[config.mk]
export PLATFORM = sky130hd
export DESIGN_NAME = csr_trap_unit
export DESIGN_NICKNAME = d
export VERILOG_FILES = /design/src/rtl/csr_trap_pkg.sv /design/src/rtl/csr_decode.sv /design/src/rtl/csr_counter.sv /design/src/rtl/csr_trap_ctrl.sv /design/src/rtl/csr_trap_unit.sv
export SDC_FILE = /design/constraint.sdc
export NUM_CORES = 1
export LEC_CHECK = 0
export ABC_CLOCK_PERIOD_IN_PS = 2700
export BUFFER_PORTS_ARGS = -buffer_cell sky130_fd_sc_hd__buf_2
export CAP_MARGIN = 40
export CORE_ASPECT_RATIO = 0.6
export CORE_MARGIN = 4
export CORE_UTILIZATION = 53
export CTS_CLUSTER_SIZE = 12
export DETAILED_ROUTE_END_ITERATION = 16
export HOLD_SLACK_MARGIN = 0.03
export PLACE_DENSITY_LB_ADDON = 0.15
export SETUP_SLACK_MARGIN = 0.02
export SKIP_CTS_REPAIR_TIMING = 1
export SLEW_MARGIN = 10
export SYNTH_ARGS = -nofsm -noshare
export SYNTH_HDL_FRONTEND = slang
export SYNTH_HIERARCHICAL = 1
export SYNTH_SLANG_ARGS = --single-unit
[constraint.sdc]
create_clock -name clk_i -period 2.7 [get_ports clk_i]
set_input_delay 0.135 -clock clk_i [delete_from_list [all_inputs] [get_ports clk_i]]
set_output_delay 0.135 -clock clk_i [all_outputs]
set_load 0.05 [all_outputs]
[src/rtl/csr_trap_pkg.sv]
package csr_trap_pkg;

  typedef enum logic [1:0] {
    PRIV_U = 2'b00,
    PRIV_M = 2'b11
  } priv_e;

  typedef enum logic [1:0] {
    OP_NONE = 2'b00,
    OP_SWAP = 2'b01,
    OP_SET  = 2'b10,
    OP_RSVD = 2'b11
  } csr_op_e;

  localparam logic [11:0] ADDR_CYCLE    = 12'hC00;
  localparam logic [11:0] ADDR_INSTRET  = 12'hC02;
  localparam logic [11:0] ADDR_HARTID   = 12'hF14;
  localparam logic [11:0] ADDR_MSTATUS  = 12'h300;
  localparam logic [11:0] ADDR_MTVEC    = 12'h305;
  localparam logic [11:0] ADDR_MSCRATCH = 12'h340;
  localparam logic [11:0] ADDR_MEPC     = 12'h341;
  localparam logic [11:0] ADDR_MCAUSE   = 12'h342;
  localparam logic [11:0] ADDR_HOST     = 12'h7C0;

  localparam int unsigned MIE_BIT  = 3;
  localparam int unsigned MPIE_BIT = 7;
  localparam int unsigned MPP_LO   = 11;

  localparam int unsigned CAUSE_ILLEGAL = 2;

  typedef enum logic [3:0] {
    SEL_NONE,
    SEL_CYCLE,
    SEL_INSTRET,
    SEL_HARTID,
    SEL_MSTATUS,
    SEL_MTVEC,
    SEL_MSCRATCH,
    SEL_MEPC,
    SEL_MCAUSE,
    SEL_HOST
  } csr_sel_e;

  typedef struct packed {
    csr_sel_e sel;
    logic     illegal;
    logic     wr;
    logic     rd;
  } csr_dec_t;

  function automatic logic [1:0] legal_mpp(input logic [1:0] v);
    return (v == PRIV_M) ? PRIV_M : PRIV_U;
  endfunction

endpackage

[src/rtl/csr_decode.sv]
module csr_decode
  import csr_trap_pkg::*;
(
  input  logic        req_i,
  input  logic [1:0]  op_i,
  input  logic [11:0] addr_i,
  input  logic        rd_zero_i,
  input  logic        rs1_zero_i,
  output csr_dec_t    dec_o
);

  csr_sel_e sel;
  logic     ro, wo, op_ok, wr_try, rd_skip, bad;

  always_comb begin
    case (addr_i)
      ADDR_CYCLE:    sel = SEL_CYCLE;
      ADDR_INSTRET:  sel = SEL_INSTRET;
      ADDR_HARTID:   sel = SEL_HARTID;
      ADDR_MSTATUS:  sel = SEL_MSTATUS;
      ADDR_MTVEC:    sel = SEL_MTVEC;
      ADDR_MSCRATCH: sel = SEL_MSCRATCH;
      ADDR_MEPC:     sel = SEL_MEPC;
      ADDR_MCAUSE:   sel = SEL_MCAUSE;
      ADDR_HOST:     sel = SEL_HOST;
      default:       sel = SEL_NONE;
    endcase
  end

  assign ro      = (sel == SEL_CYCLE) || (sel == SEL_INSTRET) || (sel == SEL_HARTID);
  assign wo      = (sel == SEL_HOST);
  assign op_ok   = (op_i == OP_SWAP) || (op_i == OP_SET);
  assign wr_try  = (op_i == OP_SWAP) || ((op_i == OP_SET) && !rs1_zero_i);
  assign rd_skip = (op_i == OP_SWAP) && rd_zero_i;
  // host register is write-only: only the read-free swap form is legal
  assign bad     = (sel == SEL_NONE) || !op_ok || (ro && wr_try) || (wo && !rd_skip);

  assign dec_o.sel     = sel;
  assign dec_o.illegal = req_i && bad;
  assign dec_o.wr      = req_i && !bad && wr_try;
  assign dec_o.rd      = req_i && !bad && !rd_skip;

endmodule

[src/rtl/csr_counter.sv]
module csr_counter #(
  parameter int unsigned W = 32
) (
  input  logic         clk_i,
  input  logic         rst_ni,
  input  logic         inc_i,
  output logic [W-1:0] cnt_o
);

  always_ff @(posedge clk_i or negedge rst_ni) begin
    if (!rst_ni)    cnt_o <= '0;
    else if (inc_i) cnt_o <= cnt_o + 1'b1;
  end

  p_cnt_step_r2: assert property (@(posedge clk_i) disable iff (!rst_ni)
    inc_i |=> cnt_o == $past(cnt_o) + W'(1));

  p_cnt_hold_r2: assert property (@(posedge clk_i) disable iff (!rst_ni)
    !inc_i |=> $stable(cnt_o));

endmodule

[src/rtl/csr_trap_ctrl.sv]
module csr_trap_ctrl
  import csr_trap_pkg::*;
#(
  parameter int unsigned     XLEN       = 32,
  parameter int unsigned     CAUSE_W    = 5,
  parameter logic [XLEN-1:0] TVEC_RESET = '0
) (
  input  logic               clk_i,
  input  logic               rst_ni,
  input  logic               trap_i,
  input  logic [CAUSE_W-1:0] cause_i,
  input  logic [XLEN-1:0]    pc_i,
  input  logic               ret_i,
  input  logic               wr_i,
  input  csr_sel_e           sel_i,
  input  logic [XLEN-1:0]    wdata_i,
  output logic [1:0]         priv_o,
  output logic [XLEN-1:0]    mstatus_o,
  output logic [XLEN-1:0]    mtvec_o,
  output logic [XLEN-1:0]    mepc_o,
  output logic [XLEN-1:0]    mcause_o
);

  localparam logic [XLEN-1:0] ALIGN_MASK = ~XLEN'(3);

  logic [1:0]         priv_q, mpp_q;
  logic               mie_q, mpie_q;
  logic [XLEN-1:0]    mtvec_q, mepc_q;
  logic [CAUSE_W-1:0] mcause_q;

  always_ff @(posedge clk_i or negedge rst_ni) begin
    if (!rst_ni) begin
      priv_q   <= PRIV_M;
      mpp_q    <= PRIV_U;
      mie_q    <= 1'b0;
      mpie_q   <= 1'b0;
      mtvec_q  <= TVEC_RESET & ALIGN_MASK;
      mepc_q   <= '0;
      mcause_q <= '0;
    end else if (trap_i) begin
      mepc_q   <= pc_i & ALIGN_MASK;
      mcause_q <= cause_i;
      mpp_q    <= priv_q;
      mpie_q   <= mie_q;
      mie_q    <= 1'b0;
      priv_q   <= PRIV_M;
    end else if (ret_i) begin
      priv_q   <= mpp_q;
      mie_q    <= mpie_q;
      mpie_q   <= 1'b1;
      mpp_q    <= PRIV_U;
    end else if (wr_i) begin
      case (sel_i)
        SEL_MSTATUS: begin
          mie_q  <= wdata_i[MIE_BIT];
          mpie_q <= wdata_i[MPIE_BIT];
          mpp_q  <= legal_mpp(wdata_i[MPP_LO+:2]);
        end
        SEL_MTVEC:  mtvec_q  <= wdata_i & ALIGN_MASK;
        SEL_MEPC:   mepc_q   <= wdata_i & ALIGN_MASK;
        SEL_MCAUSE: mcause_q <= wdata_i[CAUSE_W-1:0];
        default: ;
      endcase
    end
  end

  always_comb begin
    mstatus_o               = '0;
    mstatus_o[MIE_BIT]      = mie_q;
    mstatus_o[MPIE_BIT]     = mpie_q;
    mstatus_o[MPP_LO+:2]    = mpp_q;
  end

  assign priv_o   = priv_q;
  assign mtvec_o  = mtvec_q;
  assign mepc_o   = mepc_q;
  assign mcause_o = XLEN'(mcause_q);

  p_trap_stack_r8: assert property (@(posedge clk_i) disable iff (!rst_ni)
    trap_i |=> priv_q == PRIV_M && mpp_q == $past(priv_q) && mpie_q == $past(mie_q) && !mie_q);

  p_trap_pc_r8: assert property (@(posedge clk_i) disable iff (!rst_ni)
    trap_i |=> mepc_q == ($past(pc_i) & ALIGN_MASK) && mcause_q == $past(cause_i));

  p_ret_pop_r9: assert property (@(posedge clk_i) disable iff (!rst_ni)
    ret_i && !trap_i |=> priv_q == $past(mpp_q) && mie_q == $past(mpie_q) && mpie_q && mpp_q == PRIV_U);

  p_priv_legal_r11: assert property (@(posedge clk_i) disable iff (!rst_ni)
    (priv_q == PRIV_U || priv_q == PRIV_M) && (mpp_q == PRIV_U || mpp_q == PRIV_M));

  p_align_r11: assert property (@(posedge clk_i) disable iff (!rst_ni)
    mtvec_q[1:0] == 2'b00 && mepc_q[1:0] == 2'b00);

endmodule

[src/rtl/csr_trap_unit.sv]
module csr_trap_unit
  import csr_trap_pkg::*;
#(
  parameter int unsigned     XLEN       = 32,
  parameter int unsigned     CNT_W      = 32,
  parameter int unsigned     CAUSE_W    = 5,
  parameter int unsigned     HART_ID    = 0,
  parameter logic [XLEN-1:0] TVEC_RESET = '0
) (
  input  logic               clk_i,
  input  logic               rst_ni,
  input  logic               csr_req_i,
  input  logic [1:0]         csr_op_i,
  input  logic [11:0]        csr_addr_i,
  input  logic [XLEN-1:0]    csr_wdata_i,
  input  logic               rd_zero_i,
  input  logic               rs1_zero_i,
  output logic [XLEN-1:0]    csr_rdata_o,
  output logic               csr_illegal_o,
  input  logic [XLEN-1:0]    pc_i,
  input  logic               retire_i,
  input  logic               exc_req_i,
  input  logic [CAUSE_W-1:0] exc_cause_i,
  input  logic               trap_ret_i,
  output logic               redirect_o,
  output logic [XLEN-1:0]    redirect_pc_o,
  output logic [1:0]         priv_o,
  output logic               host_valid_o,
  output logic [XLEN-1:0]    host_data_o
);

  localparam int unsigned N_CNT  = 2;
  localparam int unsigned CYC_IX = 0;
  localparam int unsigned RET_IX = 1;

  csr_dec_t           dec;
  logic [N_CNT-1:0]   cnt_inc;
  logic [CNT_W-1:0]   cnt_val [N_CNT];
  logic [XLEN-1:0]    old_val, new_val;
  logic [XLEN-1:0]    mstatus_w, mtvec_w, mepc_w, mcause_w;
  logic [XLEN-1:0]    mscratch_q, host_data_q;
  logic               host_valid_q;
  logic               trap_take, ret_take, commit;
  logic [CAUSE_W-1:0] trap_cause;

  csr_decode u_decode (
    .req_i      (csr_req_i),
    .op_i       (csr_op_i),
    .addr_i     (csr_addr_i),
    .rd_zero_i  (rd_zero_i),
    .rs1_zero_i (rs1_zero_i),
    .dec_o      (dec)
  );

  assign cnt_inc[CYC_IX] = 1'b1;
  assign cnt_inc[RET_IX] = retire_i;

  for (genvar g = 0; g < N_CNT; g++) begin : g_cnt
    csr_counter #(.W(CNT_W)) u_cnt (
      .clk_i  (clk_i),
      .rst_ni (rst_ni),
      .inc_i  (cnt_inc[g]),
      .cnt_o  (cnt_val[g])
    );
  end

  // trap beats trap-return; either one drops the CSR write
  assign trap_take  = exc_req_i || dec.illegal;
  assign trap_cause = exc_req_i ? exc_cause_i : CAUSE_W'(CAUSE_ILLEGAL);
  assign ret_take   = trap_ret_i && !trap_take;
  assign commit     = dec.wr && !trap_take && !trap_ret_i;

  csr_trap_ctrl #(
    .XLEN       (XLEN),
    .CAUSE_W    (CAUSE_W),
    .TVEC_RESET (TVEC_RESET)
  ) u_trap (
    .clk_i     (clk_i),
    .rst_ni    (rst_ni),
    .trap_i    (trap_take),
    .cause_i   (trap_cause),
    .pc_i      (pc_i),
    .ret_i     (ret_take),
    .wr_i      (commit),
    .sel_i     (dec.sel),
    .wdata_i   (new_val),
    .priv_o    (priv_o),
    .mstatus_o (mstatus_w),
    .mtvec_o   (mtvec_w),
    .mepc_o    (mepc_w),
    .mcause_o  (mcause_w)
  );

  always_comb begin
    case (dec.sel)
      SEL_CYCLE:    old_val = XLEN'(cnt_val[CYC_IX]);
      SEL_INSTRET:  old_val = XLEN'(cnt_val[RET_IX]);
      SEL_HARTID:   old_val = XLEN'(HART_ID);
      SEL_MSTATUS:  old_val = mstatus_w;
      SEL_MTVEC:    old_val = mtvec_w;
      SEL_MSCRATCH: old_val = mscratch_q;
      SEL_MEPC:     old_val = mepc_w;
      SEL_MCAUSE:   old_val = mcause_w;
      default:      old_val = '0;
    endcase
  end

  assign new_val     = (csr_op_i == OP_SWAP) ? csr_wdata_i : (old_val | csr_wdata_i);
  assign csr_rdata_o = dec.rd ? old_val : '0;
  assign csr_illegal_o = dec.illegal;

  always_ff @(posedge clk_i or negedge rst_ni) begin
    if (!rst_ni) begin
      mscratch_q   <= '0;
      host_valid_q <= 1'b0;
      host_data_q  <= '0;
    end else begin
      host_valid_q <= commit && (dec.sel == SEL_HOST);
      if (commit && dec.sel == SEL_MSCRATCH) mscratch_q  <= new_val;
      if (commit && dec.sel == SEL_HOST)     host_data_q <= new_val;
    end
  end

  assign host_valid_o  = host_valid_q;
  assign host_data_o   = host_data_q;
  assign redirect_o    = trap_take || ret_take;
  assign redirect_pc_o = trap_take ? mtvec_w : mepc_w;

  p_rdzero_r4: assert property (@(posedge clk_i) disable iff (!rst_ni)
    csr_req_i && csr_op_i == OP_SWAP && rd_zero_i |-> csr_rdata_o == '0);

  p_ro_illegal_r3: assert property (@(posedge clk_i) disable iff (!rst_ni)
    csr_req_i && csr_op_i == OP_SWAP &&
    (csr_addr_i == ADDR_CYCLE || csr_addr_i == ADDR_INSTRET || csr_addr_i == ADDR_HARTID)
    |-> csr_illegal_o);

  p_illegal_cause_r7: assert property (@(posedge clk_i) disable iff (!rst_ni)
    csr_illegal_o && !exc_req_i |=> mcause_w == XLEN'(CAUSE_ILLEGAL));

  p_host_src_r6: assert property (@(posedge clk_i) disable iff (!rst_ni)
    host_valid_o |-> $past(csr_req_i && csr_addr_i == ADDR_HOST && !csr_illegal_o &&
                           !exc_req_i && !trap_ret_i));

  p_trap_vec_r8: assert property (@(posedge clk_i) disable iff (!rst_ni)
    exc_req_i |-> redirect_o && redirect_pc_o == mtvec_w);

  p_prio_r10: assert property (@(posedge clk_i) disable iff (!rst_ni)
    (exc_req_i || trap_ret_i) |=> $stable(mscratch_q) && !host_valid_o);

endmodule

== Word-level counts from Yosys, hierarchy flattened ==
Index checks and enable logic that the tools add are counted.
Widths: inputs -> output; s select.

* Add/sub/neg operators: 2
* Equality and inequality tests: 22
* Mux-type cells: 29
* Bitwise logic cells: 3
* Reduce and logical (&&, ||, !) cells: 39

{| class="wikitable"
|+ Operators by type and width
! cell !! count
|-
| $mux 32 || 7
|-
| $pmux 32 s7 || 1
|-
| $add 32x1->32 const B || 2
|-
| $eq 12x10->1 const B || 5
|-
| $eq 12x12->1 const B || 3
|-
| $pmux 4 s9 || 1
|-
| $or 32x32->32 || 1
|-
| $mux 5 || 5
|-
| $eq 4x3->1 const B || 4
|-
| $mux 2 || 7
|-
| $logic_and 1x1->1 || 13
|-
| $eq 12x11->1 const B || 1
|-
| $logic_or 1x1->1 || 9
|-
| $eq 4x2->1 const B || 2
|-
| $eq 4x4->1 const B || 2
|-
| $mux 1 || 8
|-
| $reduce_bool 2->1 || 4
|-
| $logic_not 1->1 || 6
|-
| $reduce_and 3->1 || 2
|-
| $reduce_bool 3->1 || 2
|-
| $eq 2x2->1 const B || 2
|-
| $eq 4x1->1 const B || 1
|-
| $logic_not 4->1 || 1
|-
| $reduce_and 4->1 || 1
|-
| 4 further kinds || 5
|}

* Register bits: 202
* Input bits: 91
* Word-level logic and storage cells: 107

== Longest topological paths before layout ==
* Word-level depth: 16
* Gate-level depth with buffers: 13
* Depth with buffers taken out: 11

== Modules after synthesis ==
Netlist, hierarchy kept.

{| class="wikitable"
|+ By module, submodules not included
! module !! instances !! cells an instance !! area an instance (sq um) !! seq. area each (sq um)
|-
| csr_trap_unit || 1 || 578 || 5542.8 || 1626.6
|-
| csr_trap_ctrl || 1 || 362 || 4067.7 || 1779.2
|-
| csr_counter || 2 || 123 || 1448.9 || 800.8
|-
| csr_decode || 1 || 69 || 528.0 || 0.0
|}

== Least setup slack after synthesis ==
OpenSTA, ideal clock, no wires.

* Path kind: in2reg
* Start: input csr_addr_i[10]
* End: register u_trap.mtvec_q[10] (netlist: u_trap/mtvec_o[10])
* Setup time: 0.125 ns
* Data arrival time: 3.736 ns
* Data required time: 2.575 ns
* Setup slack: -1.161 ns
* Stages: 12
* Path buffers: 2
* Cells stage by stage: and4bb_1 > and3_1 > and2_1 > or4_1 > o2bb2ai_1 > nor2_1 > clkbuf_1 > and2_1 > nor2_1 > nand3_4 > buf_6 > mux2_4

* Word-level cells in the longest chain between the ends: 14

{| class="wikitable"
|+ Ends and longest elaborated chain
! element !! RTL line !! RTL
|-
| start, declared || csr_trap_unit.sv:14 || <nowiki>input logic [11:0] csr_addr_i,</nowiki>
|-
| $eq 12x11->1, or another cell as far along || csr_decode.sv:16 || <nowiki>case (addr_i)</nowiki>
|-
| $pmux 4 s9 * || csr_decode.sv:16 ||
|-
| $eq 4x1->1 or $eq 4x2->1 (tied branches) || csr_decode.sv:30 || <nowiki>assign ro = (sel == SEL_CYCLE) || (sel == SEL_INSTRET) || (sel == SEL_HARTID);</nowiki>
|-
| $logic_or 1x1->1 (2 in a row) || csr_decode.sv:30 ||
|-
| $logic_and 1x1->1 || csr_decode.sv:36 || <nowiki>assign bad = (sel == SEL_NONE) || !op_ok || (ro && wr_try) || (wo && !rd_skip);</nowiki>
|-
| $logic_or 1x1->1 || csr_decode.sv:36 ||
|-
| $logic_or 1x1->1 * || csr_decode.sv:36 ||
|-
| $logic_and 1x1->1 * || csr_decode.sv:39 || <nowiki>assign dec_o.illegal = req_i && bad;</nowiki>
|-
| via csr_illegal_o || csr_trap_unit.sv:19 || <nowiki>output logic csr_illegal_o,</nowiki>
|-
| $logic_or 1x1->1 * || csr_trap_unit.sv:68 || <nowiki>assign trap_take = exc_req_i || dec.illegal;</nowiki>
|-
| $logic_not 1->1 * || csr_trap_unit.sv:70 || <nowiki>assign ret_take = trap_ret_i && !trap_take;</nowiki>
|-
| $logic_and 1x1->1 * || csr_trap_unit.sv:70 ||
|-
| via ret_take || csr_trap_unit.sv:43 || <nowiki>logic trap_take, ret_take, commit;</nowiki>
|-
| $not 1->1 (no source line) * || n/a ||
|-
| $reduce_and 4->1 (no source line) * || n/a ||
|-
| end signal, assigned || csr_trap_ctrl.sv:37 || <nowiki>mtvec_q <= TVEC_RESET & ALIGN_MASK;</nowiki>
|-
| end signal, assigned || csr_trap_ctrl.sv:59 || <nowiki>SEL_MTVEC: mtvec_q <= wdata_i & ALIGN_MASK;</nowiki>
|-
| end, declared || csr_trap_ctrl.sv:28 || <nowiki>logic [XLEN-1:0] mtvec_q, mepc_q;</nowiki>
|}

Mark *: on every way through the listed nets, which the timed path passes. The rest lies on a longest branch.
A chain may end at the register's enable or synchronous reset.

==> summary.md <==
| Metric | Value |
|---|---|
| Status | complete, but fails checks |
| Violated checks | setup timing |
| CP Launch Type | input port |
| Clk Latency, worst-skew pair | 0.47 ns |
| DR pass1 iterations | 8 |
| RR Startpoint | g_cnt[0].u_cnt/cnt_o[6] |
| Vias in the first global route | 11180 |
| Worst-Margin Slew | between 0.8 and 0.9 ns |
| Die Ht | 129.5 microns |
| Worst Path Arrival | between 2 and 3 ns |
| Synth Warn # | 6 |
| Final WL | between 50000 and 60000 microns |
| Period utilization | 1.106 |
| Yosys reg bits | 200 |
| Critical Path Start | csr_addr_i[2] |
| Hold wc startpoint | csr_wdata_i[4] |
| CTS buffer count | 17 |
| Initial detailed-routing violation count | 1967 |
| Grt total ovfl | 0 |
| CTS tree | done |
| Initial antenna violation count | 0 |
| Max Freq | 0.3348 GHz |
| Final Net Count | 1749 |
| # IOs | 192 |
| Clk slew on worst S/H paths | 0.07 ns |
| Drt wl/cell | 25.82 microns |
| Clock root buffer | clkbuf_16 |
| Layout cells sized above 1 | 0.4517 |
| Avg Cell Area, Syn | 10.39 sq um |
| Hold WS | approximately 0.041 ns |
| Port-buffer cells | ~190 |
| Hold Violations, Final | 0 |
| Worst Hold Class | in2reg |
| Max Cap Violations | 0 |
| Post-synthesis async set-or-reset flop share | 1.000 |
| Die ar. | 27250 sq um |
| Share of the synthesized area in the top cell type | 0.3801 |
| Syn-to-layout area delta | 44.60% |
| Max-slew headroom at the worst pin | 0.4207 |
| Cell Pwr Density | 408.0 nW/um^2 |
| H-tree depth | 4 |
| Cell count after synthesis | 1255 |
| Clock sink total | 200 |
| Clock Skew | ~0.014 ns |
| Routed Antenna Nets | 0 |
| Post-synth cell types | 79 |
| Critical Path RT | 2.57 ns |
| CP Max Fanout | 10 |
| Ant diodes | 0 |
| First-pass GRT wire length | 67680 microns |
| WS Path Type | in2out |
| Post-layout min period | 2.987 ns |
| Number of synthesized flops with an enable pin | 0 |
| GP Congestion | 0.9331 |
| CTS Buffer Depth | 2 |
| Die X | roughly 210 microns |
| Cell leakage power | 8.452 nW |
| Core area | between 20000 and 25000 sq um |
| Maximum VDD drop | 377.2 uV |
| Netlist Area Pre-Place | 13040 sq um |
| DRC Markers | 0 |
| Setup ws final | -0.2869 ns |
| Final Max Slew Viols | 0 |
| Final setup fails | 141 |
| Starting Density | 0.5394 |
| Seq/Total Area, Yosys | 0.3841 |
| Hpwl dp | 33870 microns |
| CP Capture Type | primary output |
| Std cell rows | 44 |
| Largest net degree at the start of global routing | 73 |
| Detailed-route via count | about 13000 |
| RSZ-0062 raised after global routing | true |
| Yosys top cell by area | dfrtp_1 |
| Via density | 6.425 |
| Synth Flop Type | dfrtp_1 |
| Gr usage total | 0.3257 |
| Most area-consuming cells after synthesis | dfrtp_1 38%, mux2_2 7.8%, buf_4 3.7% |
| Post-Route Setup TNS | -18.87 ns |
[routing by layer]
layer | up-vias | share of wire | global-route usage
li1 | 5369 | - | -
met1 | 6393 | 0.42 | 0.5134
met2 | 883 | 0.43 | 0.4444
met3 | 134 | 0.12 | 0.08662
met4 | 0 | 0.028 | 0.07162
met5 | - | 0 | 0
[sequential cells by signal, indices dropped and copies added (netlist names)]
| signal | cells |
|---|---|
| g_cnt.u_cnt/cnt_o | 64 |
| host_data_o | 32 |
| host_valid_o | 1 |
| mscratch_q | 32 |
| u_trap/mcause_q | 5 |
| u_trap/mepc_o | 30 |
| u_trap/mie_q | 1 |
| u_trap/mpie_q | 1 |
| u_trap/mpp_q | 2 |
| u_trap/mtvec_o | 30 |
| u_trap/priv_o | 2 |
[logic make-up (layout without fill, tap and decap cells)]
| kind of cell | count (synthesis) | in the layout | synth area share |
|---|---|---|---|
| other | 2 | 65 | 0.0005761 |
| AND/OR/NAND/NOR | 411 | 411 | 0.1930 |
| AO/OA/AOI/OAI | 228 | 228 | 0.1545 |
| flip-flops | 200 | 200 | 0.3841 |
| buffers and inverters | 188 | 537 | 0.07937 |
| adder cells (fa/ha/maj) | 4 | 4 | 0.003839 |
| XOR/XNOR | 63 | 63 | 0.04233 |
| multiplexers | 159 | 159 | 0.1422 |
[synth_stat cells, drive strengths merged (18+ instances only)]
cell type,number
nand2,54
nand3,27
mux2,120
nor2,63
o22ai,20
dfrtp,198
a22o,19
nor2b,29
a2111oi,22
mux2i,39
o311ai,30
clkbuf,38
o21bai,21
o21ai,21
nor3,52
inv,45
a221oi,21
and3b,24
xor2,24
xnor2,39
nand4,53
buf,104
nor4,18
[worst max-delay path, cell delays in order]
cell and delay (ns):
buf_2 0.13, nand2b_1 0.15, or4_1 0.57, o22ai_4 0.19
buf_4 0.20, buf_4 0.18, nor2b_1 0.34, buf_4 0.24
a22o_1 0.19, a221oi_4 0.08, buf_4 0.16, nor2b_4 0.13
buf_8 0.15
[path summary, 6_finish.rpt]
| kind | end | slack (ns) | cells after the start |
|---|---|---|---|
| worst max-delay path | csr_rdata_o[2] | -0.29 | 13 |
| max in group asynchronous | u_trap/priv_o[0] | 1.51 | 3 |
| worst max register to register | g_cnt[0].u_cnt/cnt_o[31] | 0.44 | 4 |
| worst min-delay path | host_data_o[4] | 0.04 | 2 |
| min in group asynchronous | g_cnt[1].u_cnt/cnt_o[0] | 0.24 | 2 |
| worst min register to register | g_cnt[1].u_cnt/cnt_o[31] | 0.49 | 1 |
[where the power goes]
part           internal [W]  leakage [nW]  switching (W)
clock network       0.00166         0.314        0.00127
logic              0.000565          5.47       0.000708
registers           0.00315          2.67       0.000332
total               0.00538          8.45        0.00231
[per-stage QoR]
step                      std cells  setup WS [ns]  power, W  instance area [sq um]  utilization
final                          1989        -0.2869  0.007690                  18850       0.7800
after global routing           1989        -0.3667  0.007917                  18850       0.7800
after CTS                      1895        -0.3983  0.007403                  16280       0.6735
after detailed placement       1863        -0.5344  0.004513                  15630       0.6466
after global placement         1862        -0.5390  0.004480                  15620       0.6461
after floorplan                1318        -0.2866  0.004074                  13530            -
[cell type report]
cell class | count | area [sq um]
clock buffers | 19 | 432.9
clock inverters | 13 | 217.7
fillers | 1428 | 5318
multi-input cells | 930 | 8428
repair buffers | 459 | 4189
inverters | 46 | 172.7
flip-flops and latches | 200 | 5007
well taps | 322 | 402.9
[cell usage in the layout (no fill, tap or decap), drive strengths merged, types with 7 or more instances in the layout]
cell type    Yosys  final
and4            10     10
mux2           120    120
o21ai           21     21
nor2            63     63
nor2b           29     29
dfrtp          198    198
clkbuf          38     29
mux2i           39     39
conb             2     65
buf            104    395
a222oi          12     12
a21boi          12     12
nor3            52     52
a2111oi         22     22
and3b           24     24
inv             45     48
nand2b          16     16
o21bai          21     21
and3             9      9
a221oi          21     21
a21o            13     13
xnor2           39     39
xor2            24     24
a21oi           16     16
o22ai           20     20
dlygate4sd3      0     54
nand4           53     53
and2            14     14
a22o            19     19
o311ai          30     30
nand3           27     27
nor4            18     18
nand2           54     54
a31oi            7      7
(Power assumes the default switching activity.)
